## src/rtl/intreq_pkg.sv

```systemverilog
// Package: shared constants of the grouped interrupt request bank.
// Assumes the register byte format is fixed (4 lanes, 3-bit level).
package intreq_pkg;
    localparam int LANES   = 4;
    localparam int LEVEL_W = 3;
    localparam logic [1:0] BYTE_REQ = 2'd0;
    localparam logic [1:0] BYTE_CFG = 2'd1;
endpackage

```

## src/rtl/intreq_nmi_slot.sv

```systemverilog
// Module: request state of one non-maskable group.
// Strobes set lanes; a software write-one clears lanes; the strobe wins.
// Assumes enable is fixed all-ones, so any strobe yields a fire indication.
module intreq_nmi_slot
    import intreq_pkg::*;
(
    input  logic             clk,
    input  logic             rst_n,
    input  logic [LANES-1:0] strobe,
    input  logic             clr_we,
    input  logic [LANES-1:0] clr_mask,
    output logic [LANES-1:0] request,
    output logic             fire
);
    logic [LANES-1:0] req_next;

    // Next request value: software clear first, then hardware set on top.
    always_comb begin
        req_next = request;
        if (clr_we) req_next = req_next & ~clr_mask;
        req_next = req_next | strobe;
    end

    // Fire when a strobe arrives and the enabled request is nonzero.
    assign fire = (|strobe) && (|req_next);

    // Request register update.
    always_ff @(posedge clk) begin
        if (!rst_n) request <= '0;
        else        request <= req_next;
    end


    nmi_set_wins_chk: assert property (@(posedge clk) disable iff (!rst_n)
        (|strobe) |=> ((request & $past(strobe)) == $past(strobe)));

    nmi_hold_chk: assert property (@(posedge clk) disable iff (!rst_n)
        (!clr_we && !(|strobe)) |=> $stable(request));
endmodule

```

## src/rtl/intreq_mask_slot.sv

```systemverilog
// Module: request, enable and level state of one maskable group.
// Byte 0 writes follow the paired-bit set/clear rule; byte 1 writes load
// level and enable. Hardware strobes win over a same-cycle clear.
module intreq_mask_slot
    import intreq_pkg::*;
(
    input  logic               clk,
    input  logic               rst_n,
    input  logic [LANES-1:0]   strobe,
    input  logic               wr_req,
    input  logic               wr_cfg,
    input  logic [7:0]         wdata,
    output logic [LANES-1:0]   request,
    output logic [LANES-1:0]   enable,
    output logic [LEVEL_W-1:0] level
);
    logic [LANES-1:0] sw_set;
    logic [LANES-1:0] sw_clr;
    logic [LANES-1:0] req_next;

    // Decode the paired-bit write into set and clear masks.
    always_comb begin
        sw_set = '0;
        sw_clr = '0;
        if (wr_req) begin
            sw_set = wdata[7:4] & wdata[3:0];
            sw_clr = ~wdata[7:4] & wdata[3:0];
        end
        req_next = ((request & ~sw_clr) | sw_set) | strobe;
    end

    // Request register update.
    always_ff @(posedge clk) begin
        if (!rst_n) request <= '0;
        else        request <= req_next;
    end

    // Level and enable configuration register.
    always_ff @(posedge clk) begin
        if (!rst_n) begin
            enable <= '1;
            level  <= '0;
        end else if (wr_cfg) begin
            enable <= wdata[3:0];
            level  <= wdata[6:4];
        end
    end


    strobe_sets_chk: assert property (@(posedge clk) disable iff (!rst_n)
        (|strobe) |=> ((request & $past(strobe)) == $past(strobe)));

    req_hold_chk: assert property (@(posedge clk) disable iff (!rst_n)
        (!wr_req && !(|strobe)) |=> $stable(request));

    cfg_hold_chk: assert property (@(posedge clk) disable iff (!rst_n)
        !wr_cfg |=> ($stable(level) && $stable(enable)));
endmodule

```

## src/rtl/intreq_bank.sv

```systemverilog
// Module: grouped interrupt request register bank (top).
// Generates one slot per group (non-maskable for the first NUM_NMI groups),
// decodes the byte register window, registers read data and the NMI pulse.
// Assumes strobes are already trigger-qualified by the caller.
module intreq_bank
    import intreq_pkg::*;
#(
    parameter int NUM_GROUPS = 31,
    parameter int NUM_NMI    = 2,
    parameter int ADDR_W     = 7
) (
    input  logic                          clk,
    input  logic                          rst_n,
    input  logic [NUM_GROUPS*LANES-1:0]   req_strobe,
    input  logic [ADDR_W-1:0]             bus_addr,
    input  logic [7:0]                    bus_wdata,
    input  logic                          bus_we,
    input  logic                          bus_re,
    output logic [7:0]                    bus_rdata,
    output logic                          bus_rvalid,
    output logic                          nmi_pulse,
    output logic [NUM_GROUPS*LANES-1:0]   grp_request,
    output logic [NUM_GROUPS*LANES-1:0]   grp_enable,
    output logic [NUM_GROUPS*LEVEL_W-1:0] grp_level
);
    localparam int GSEL_W = ADDR_W - 2;
    localparam logic [GSEL_W-1:0] LAST_GRP = GSEL_W'(NUM_GROUPS - 1);
    localparam logic [GSEL_W-1:0] NMI_LIM  = GSEL_W'(NUM_NMI);

    logic [GSEL_W-1:0]  grp_sel;
    logic [1:0]         byte_sel;
    logic [LANES-1:0]   req_a [NUM_GROUPS];
    logic [LANES-1:0]   en_a  [NUM_GROUPS];
    logic [LEVEL_W-1:0] lvl_a [NUM_GROUPS];
    logic [NUM_GROUPS-1:0] fire_a;
    logic [7:0]         rd_next;

    assign grp_sel  = bus_addr[ADDR_W-1:2];
    assign byte_sel = bus_addr[1:0];

    for (genvar g = 0; g < NUM_GROUPS; g++) begin : g_grp
        logic hit;
        assign hit = (grp_sel == GSEL_W'(g));
        if (g < NUM_NMI) begin : g_nmi
            intreq_nmi_slot u_slot (
                .clk      (clk),
                .rst_n    (rst_n),
                .strobe   (req_strobe[g*LANES +: LANES]),
                .clr_we   (bus_we && hit && (byte_sel == BYTE_REQ)),
                .clr_mask (bus_wdata[3:0]),
                .request  (req_a[g]),
                .fire     (fire_a[g])
            );
            assign en_a[g]  = '1;
            assign lvl_a[g] = '0;
        end else begin : g_mask
            intreq_mask_slot u_slot (
                .clk     (clk),
                .rst_n   (rst_n),
                .strobe  (req_strobe[g*LANES +: LANES]),
                .wr_req  (bus_we && hit && (byte_sel == BYTE_REQ)),
                .wr_cfg  (bus_we && hit && (byte_sel == BYTE_CFG)),
                .wdata   (bus_wdata),
                .request (req_a[g]),
                .enable  (en_a[g]),
                .level   (lvl_a[g])
            );
            assign fire_a[g] = 1'b0;
        end
        assign grp_request[g*LANES +: LANES]     = req_a[g];
        assign grp_enable[g*LANES +: LANES]      = en_a[g];
        assign grp_level[g*LEVEL_W +: LEVEL_W]   = lvl_a[g];
    end

    // Read multiplexer: format the addressed byte of the selected group.
    always_comb begin
        rd_next = 8'h00;
        if (grp_sel <= LAST_GRP) begin
            if (grp_sel < NMI_LIM) begin
                if (byte_sel == BYTE_REQ) rd_next = {4'h0, req_a[grp_sel]};
            end else if (byte_sel == BYTE_REQ) begin
                rd_next = {req_a[grp_sel], req_a[grp_sel] & en_a[grp_sel]};
            end else if (byte_sel == BYTE_CFG) begin
                rd_next = {1'b0, lvl_a[grp_sel], en_a[grp_sel]};
            end
        end
    end

    // Read data register with one-cycle valid.
    always_ff @(posedge clk) begin
        if (!rst_n) begin
            bus_rvalid <= 1'b0;
            bus_rdata  <= 8'h00;
        end else begin
            bus_rvalid <= bus_re;
            bus_rdata  <= bus_re ? rd_next : 8'h00;
        end
    end

    // NMI pulse register, one cycle per firing strobe.
    always_ff @(posedge clk) begin
        if (!rst_n) nmi_pulse <= 1'b0;
        else        nmi_pulse <= |fire_a;
    end


    read_valid_chk: assert property (@(posedge clk) disable iff (!rst_n)
        bus_re |=> bus_rvalid);

    idle_valid_chk: assert property (@(posedge clk) disable iff (!rst_n)
        !bus_re |=> !bus_rvalid);

    nmi_cause_chk: assert property (@(posedge clk) disable iff (!rst_n)
        nmi_pulse |-> $past(|req_strobe[NUM_NMI*LANES-1:0]));
endmodule

```

## config.mk

```make
export PLATFORM = sky130hd
export DESIGN_NAME = intreq_bank
export DESIGN_NICKNAME = d
export VERILOG_FILES = /design/src/rtl/intreq_pkg.sv /design/src/rtl/intreq_nmi_slot.sv /design/src/rtl/intreq_mask_slot.sv /design/src/rtl/intreq_bank.sv
export SDC_FILE = /design/constraint.sdc
export NUM_CORES = 1
export LEC_CHECK = 0
export BUFFER_PORTS_ARGS = -buffer_cell sky130_fd_sc_hd__buf_2
export CAP_MARGIN = 30
export CORE_ASPECT_RATIO = 0.8
export CORE_MARGIN = 4
export CORE_UTILIZATION = 50
export DETAILED_ROUTE_END_ITERATION = 7
export PLACE_DENSITY = 0.78
export SLEW_MARGIN = 20
export SYNTH_ARGS = -nofsm -noshare
export SYNTH_HDL_FRONTEND = slang
export SYNTH_HIERARCHICAL = 1
export SYNTH_SLANG_ARGS = --single-unit
```

## constraint.sdc

```tcl
create_clock -name clk -period 2.65 [get_ports clk]
set_clock_uncertainty 0.1 [all_clocks]
set_input_delay 0.265 -clock clk [delete_from_list [all_inputs] [get_ports clk]]
set_output_delay 0.265 -clock clk [all_outputs]
set_load 0.01 [all_outputs]
```

Yosys cells after proc, flatten, opt, wreduce, memory -nomap -nowiden
Index checks and enable logic that the tools add are counted.
{ "word_totals": {"input_bits": 143, "ff_bits": 337, "output_inout_bits": 351} }
{ "op_classes": {"n_eq_ne": 31, "reduce_logical": 101, "bitwise": 126, "n_lt_le_gt_ge": 3, "mux": 73} }
{ "op_table": {"columns": ["op", "count"], "rows": [
  ["$mux 4", 65],
  ["$or 4x4->4", 60],
  ["$and 4x4->4", 34],
  ["$not 4->4", 31],
  ["$logic_and 1x1->1", 93],
  ["$eq 5x5->1 const B", 15],
  ["$bmux 4 s5", 2],
  ["$eq 5x4->1 const B", 8],
  ["$eq 5x3->1 const B", 4],
  ["$mux 8", 2],
  ["$reduce_or 4->1", 4],
  ["$bmux 3 s5", 1],
  ["$eq 5x2->1 const B", 2],
  ["$mux 7", 1],
  ["$ge 6x6->1 const B", 1],
  ["$mux 3", 2],
  ["$not 5->6", 1],
  ["$eq 5x1->1 const B", 1],
  ["$le 5x5->1 const B", 1],
  ["$logic_not 5->1", 1],
  ["$lt 5x2->1 const B", 1],
  ["$reduce_and 3->1", 1],
  ["$eq 2x1->1 const B", 1],
  ["$logic_not 2->1", 1],
  ["$reduce_or 2->1", 1]
]} }

Logic depth before layout (Yosys ltp)
{ "depth": {"depth_word": 8, "mapped_depth": 10} }

By module
The synthesis kept the hierarchy.
{ "modules_own_cells": {"columns": ["module", "area_each_um2", "seq_area_each_um2", "cells_per_inst", "instances"], "rows": [
  ["intreq_mask_slot", 437.9, 220.2, 40, 29],
  ["intreq_bank", 3732.3, 200.2, 407, 1],
  ["intreq_nmi_slot", 146.4, 80.1, 17, 2]
]} }

Worst setup path before layout
No wires, ideal clock.
{ "synth_path": {"path_type": "in2reg", "from": "input bus_addr[2]", "to": "register g_grp[15].g_mask.u_slot.request[0]", "setup_slack_ns": 0.582, "n_path_buf": 6, "arrival_time_ns": 1.846, "cell_stages": 10, "path_cell_list": "buf_6 -> buf_8 -> buf_6 -> buf_6 -> nand2_1 -> clkbuf_1 -> nor3_1 -> buf_6 -> nand2_1 -> o311a_1"} }
{ "synth_via": {"elab_chain_len": 8, "elab_cells_between_ends": 9, "classes_between": "eq/ne (1); mux (2); bitwise (4); reduce/logical (2)"} }
{ "synth_rtl": {"columns": ["item", "line_no", "text"], "rows": [
  ["from (decl)", "intreq_bank.sv:15", "input logic [ADDR_W-1:0] bus_addr,"],
  ["$eq 5x4->1 (*)", "intreq_bank.sv:43", "assign hit = (grp_sel == GSEL_W'(g));"],
  ["$logic_and 1x1->1 (*) (2 in series)", "intreq_bank.sv:61", ".wr_req (bus_we && hit && (byte_sel == BYTE_REQ)),"],
  ["$mux 4", "intreq_mask_slot.sv:25", "if (wr_req) begin"],
  ["$not 4->4", "intreq_mask_slot.sv:29", "req_next = ((request & ~sw_clr) | sw_set) | strobe;"],
  ["$and 4x4->4", "intreq_mask_slot.sv:29", null],
  ["$or 4x4->4 (*) (2 in series)", "intreq_mask_slot.sv:29", null],
  ["to (signal assigned)", "intreq_mask_slot.sv:35", "else request <= req_next;"],
  ["to (decl)", "intreq_mask_slot.sv:13", "output logic [LANES-1:0] request,"]
]} }
Every way passes the cells marked *; elsewhere a longest branch is shown, timed or not.
A chain may end at the register's enable or synchronous reset.

Worst setup path after layout
{ "layout_path": {"from": "input bus_addr[2]", "to": "register bus_rdata[5]"} }
{ "layout_via": {"elab_chain_len": 7, "elab_cells_between_ends": 13, "classes_between": "order compare (2); mux (9); bitwise (1); reduce/logical (1)"} }
{ "layout_rtl": {"columns": ["item", "line_no", "text"], "rows": [
  ["$not 5->6 (not written as such)", "intreq_bank.sv:82, intreq_bank.sv:84", null],
  ["$bmux 3 s5", "intreq_bank.sv:84", "rd_next = {1'b0, lvl_a[grp_sel], en_a[grp_sel]};"],
  ["$mux 3 (not written as such) (2 in series)", "intreq_bank.sv:84", null],
  ["$mux 7", "intreq_bank.sv:83", "end else if (byte_sel == BYTE_CFG) begin"],
  ["$mux 8", "intreq_bank.sv:81", "end else if (byte_sel == BYTE_REQ) begin"],
  ["$mux 8", "intreq_bank.sv:79", "if (grp_sel < NMI_LIM) begin"],
  ["to (signal assigned)", "intreq_bank.sv:96", "bus_rdata <= bus_re ? rd_next : 8'h00;"],
  ["to (decl)", "intreq_bank.sv:19", "output logic [7:0] bus_rdata,"]
]} }
Parallel ways exist; a longest one is shown, timed or not. The select of a mux whose other input is x is not followed.

==> results.md <==
Status:
- The flow ran to the end, and the final reports show no timing, DRC or antenna violations.

CTS:
- After clock tree synthesis, the flow added hold-fix buffers numbering 125.
- The post-CTS resize count is 0.
- The level count of the clock H-tree is 2.
- Counting the buffers created by CTS gives 35.
- After clock tree synthesis, the clock-pin slew on the worst setup and hold paths is 0.07 ns.
- The CTS tree is built.
- Counting every sink on the clock net gives 337.
- Once the clock tree was built, the setup fixing pass inserted 0 buffers.
- The clock latency reported for the late side of the worst-skew pair is 0.53 ns.
- The clock tree buffer depth is 3.
- The CTS root buffer is sky130_fd_sc_hd__clkbuf_16.

Layout:
- The multi-input combinational cells in the finished layout cover a total of 0.008857 mm^2.
- Leaving out filler cells and counting taps, the final layout contains 2677.
- Cells with a size suffix above 1 make up 32.10% of the layout.
- The final net count is 2364.
- The area growth from synthesis to layout is 32.19%.
- The area taken by flip-flops and latches is 0.006746 mm^2.
- The count of filler cells inserted in the layout is 2526.

Pwr:
- The power density over cell area is 562.1 mW/mm^2.
- Overall power consumption after layout is estimated at 12.43 mW.
- The portion of total power attributed to sequential cells is 43.2%.
- The switching power of the nets is 3.196 mW.
- In this run, the combinational gates consume 13.6% of the power.
- The peak ir drop on the vdd network is 518.0 uV.
- The internal power is 9.231 mW.
- In this run switching power makes up 25.72% of total power.
- The clock network accounts for 43.2% of the total power.
- The total leakage power is 8.925 nW.

Die:
- The area of the core is 0.03278 mm^2.
- The initial utilization of the core area, before any placement, comes to 51.03%.
- The die boundary height is 171.6 um.
- The total die area is 0.03646 mm^2.
- 494 I/O pins were placed.
- The site row count is 59.
- The floorplan step set the die width to 212.5 um.

Worst setup path:
- The kind of critical path is input port to flop.
- The family with the most delay on the worst path is buffers and inverters.
- The number of buffer and inverter stages on the critical path is 3.
- The most used cell along the critical path is sky130_fd_sc_hd__buf_4.
- The slowest cell on the critical path is sky130_fd_sc_hd__a2111oi_0.
- The nature of the critical path endpoint is a flop.
- The signal arrival time at the worst endpoint is 2.48 ns.
- In this design, the stage delay of the slowest critical-path cell is 0.54 ns.
- The critical-path maximum fanout is 21.
- STA puts the critical path data required time at 2.96 ns.
- The signal on the critical path passes through buf_4 > buf_4 > mux4_2 > o21a_1 > a2111oi_0 > buf_4 > o32ai_1.
- The worst setup path is launched from an input port.

Placement:
- The total half-perimeter wirelength after legalization and detailed placement is 49620 um.
- The final weighted congestion in routability-driven placement is 0.9498.
- The total of buffers placed on input and output ports is 479.
- The number of placed instances, taps included is 2486.

Drt:
- Dividing the detail-routed via count by the number of cells gives 6.314.
- The routed wire length is 71170 um.
- The final antenna-violating net count is 0.
- The post-detailed-route DRC marker count is 0.
- In the final routed layout, each cell accounts on average for 26.59 um.
- The first routing iteration left 1862 violations.
- For this run, the detailed router's first-pass iteration total came to 6.
- The routed via count is 16900.

Worst hold path:
- In this run the worst hold path is classified as input port to flop.

Logic synthesis:
- The synthesized design devotes to its leading area cell type 40.34% of total area.
- Yosys attributes the largest share of cell area to sky130_fd_sc_hd__dfxtp_1 40%, sky130_fd_sc_hd__mux2i_1 15%, sky130_fd_sc_hd__o311a_1 6.9%.
- Among all flip-flop cells after synthesis, the most frequent one is sky130_fd_sc_hd__dfxtp_1.
- The register area share after synthesis is 40.34%.
- The instance count of the mapped netlist is 1601.
- The post-synthesis sequential element count is 337.
- The synthesized design contains 0 enable-type register cells.
- The most frequent cell after synthesis is sky130_fd_sc_hd__dfxtp_1.
- In the synthesized netlist the async set-or-reset flop fraction comes to 0%.
- The post-synthesis cell area is 0.01672 mm^2.
- sky130_fd_sc_hd__dfxtp_1 takes more of the synthesized area than any other cell.
- During synthesis, Yosys emitted a total of 6 warnings.
- After synthesis, the most frequently instantiated cells are 337 x sky130_fd_sc_hd__dfxtp_1, 247 x sky130_fd_sc_hd__mux2i_1, 247 x sky130_fd_sc_hd__nand2_1.
- In this run, distinct cell masters in the synthesized netlist total 63.
- The synthesized area divided by synthesized cell count is 10.45 um^2.

STA:
- The final number of max-transition violations came to 0.
- The final critical path takes up 81.93% of the cycle.
- The final hold violation count was 0.
- After routing, the total negative slack on setup checks comes to 0 ns.
- The worst pin sits at a relative slew slack of 33.33%.
- The smallest clock period supported by the final layout is computed as 2.171 ns.
- Setup repair after global routing left no endpoint under its margin.
- At the pin with the least slew margin, the transition time is 1.000 ns.
- Setup violations remaining at the end of the flow were counted as 0.
- Static timing analysis puts the maximum clock frequency at 460.6 MHz.

GRT:
- The via count of the first global-routing pass is 16480.
- For this run the aggregate overflow at the end of global routing stands at 0.
- The largest net degree at the start of global routing is 174.
- Global routing used 36.99% of the available tracks across all layers.
- The initial antenna violation count came to 4.
- The wire length of the first global-routing pass is 103700 um.

Job:
- The total of max-cap violations is 0.
[cell type report]
cell class | count | share of cell area [%]
multi-input combinational | 1116 | 40.06
tap | 427 | 2.417
inverter | 12 | 0.2037
timing repair buffer | 719 | 21.09
clock inverter | 9 | 0.6678
clock buffer | 53 | 5.003
antenna | 4 | 0.04527
sequential | 337 | 30.52
[placed cells by master (no fill, tap or decap), drive strengths merged, types with 15 or more instances in the layout]
cell | netlist | layout
a211o | 117 | 117
clkbuf | 17 | 53
nand2 | 247 | 247
mux2 | 15 | 15
buf | 131 | 594
mux2i | 247 | 247
dfxtp | 337 | 337
o311a | 116 | 116
mux4 | 47 | 47
nor2b | 93 | 93
dlygate4sd3 | 0 | 125
nor2 | 37 | 37
nor3 | 47 | 47
[metal layers]
| metal | global-route usage, % | wire (um) | vias up |
|---|---|---|---|
| li1 | - | - | 7266 |
| met1 | 48.41 | 28370 | 8218 |
| met2 | 59.52 | 32320 | 1167 |
| met3 | 7.859 | 6857 | 250 |
| met4 | 16.35 | 3617 | 2 |
| met5 | 0 | 13 | - |
[metrics by stage]
stage          cell area, um^2  setup slack (ns)  hold slack [ns]  utilization (%)
5_1_grt                  22110            0.5023          0.04281            67.45
3_3_place_gp             19590            0.1658           0.3739            59.78
3_5_place_dp             19590           0.04569           0.3805            59.78
6_report                 22110            0.4788          0.05245            67.45
4_1_cts                  22100            0.5969          0.04277            67.42
2_1_floorplan            16770            0.5819           0.2659                -
[sequential cells by signal, summed over array words and instances, names as in the netlist]
register / cells
bus_rdata: 8
bus_rvalid: 1
g_grp.g_mask.u_slot/enable: 116
g_grp.g_mask.u_slot/level: 87
g_grp.g_mask.u_slot/request: 116
g_grp.g_nmi.u_slot/request: 8
nmi_pulse: 1
[kinds of logic after synthesis]
group	synth area share, %
compound gates	18.08
buf+inv	6.972
flops	40.34
mux	22.14
other cells	0.04490
simple gates	12.42
[worst paths after layout]
check / startpoint / endpoint / slack (ns) / cells past startpoint
min: rst_n / bus_rvalid / 0.05 / 2
min reg2reg: g_grp[8].g_mask.u_slot/enable[0] / g_grp[8].g_mask.u_slot/enable[0] / 0.40 / 2
max reg2reg: g_grp[15].g_mask.u_slot/level[1] / bus_rdata[5] / 0.54 / 5
max: bus_addr[2] / bus_rdata[5] / 0.48 / 7
[worst reg2reg max path, stage by stage, from the launching register on]
cell and delay, ns:
sky130_fd_sc_hd__dfxtp_1 0.35, sky130_fd_sc_hd__mux4_2 0.50, sky130_fd_sc_hd__o21a_1 0.19, sky130_fd_sc_hd__a2111oi_0 0.54
sky130_fd_sc_hd__buf_4 0.22, sky130_fd_sc_hd__o32ai_1 0.07
[power by group through the flow]
stage | Sequential, mW | Clock (mW) | Combinational [mW]
6_report | 5.37 | 5.37 | 1.69
5_1_grt | 5.38 | 5.60 | 1.76
4_1_cts | 5.36 | 5.41 | 1.64
3_5_place_dp | 5.47 | 0 | 1.49
3_3_place_gp | 5.47 | 0 | 1.46
2_1_floorplan | 5.49 | 0 | 0.692
Power figures use the tool's default switching activity.
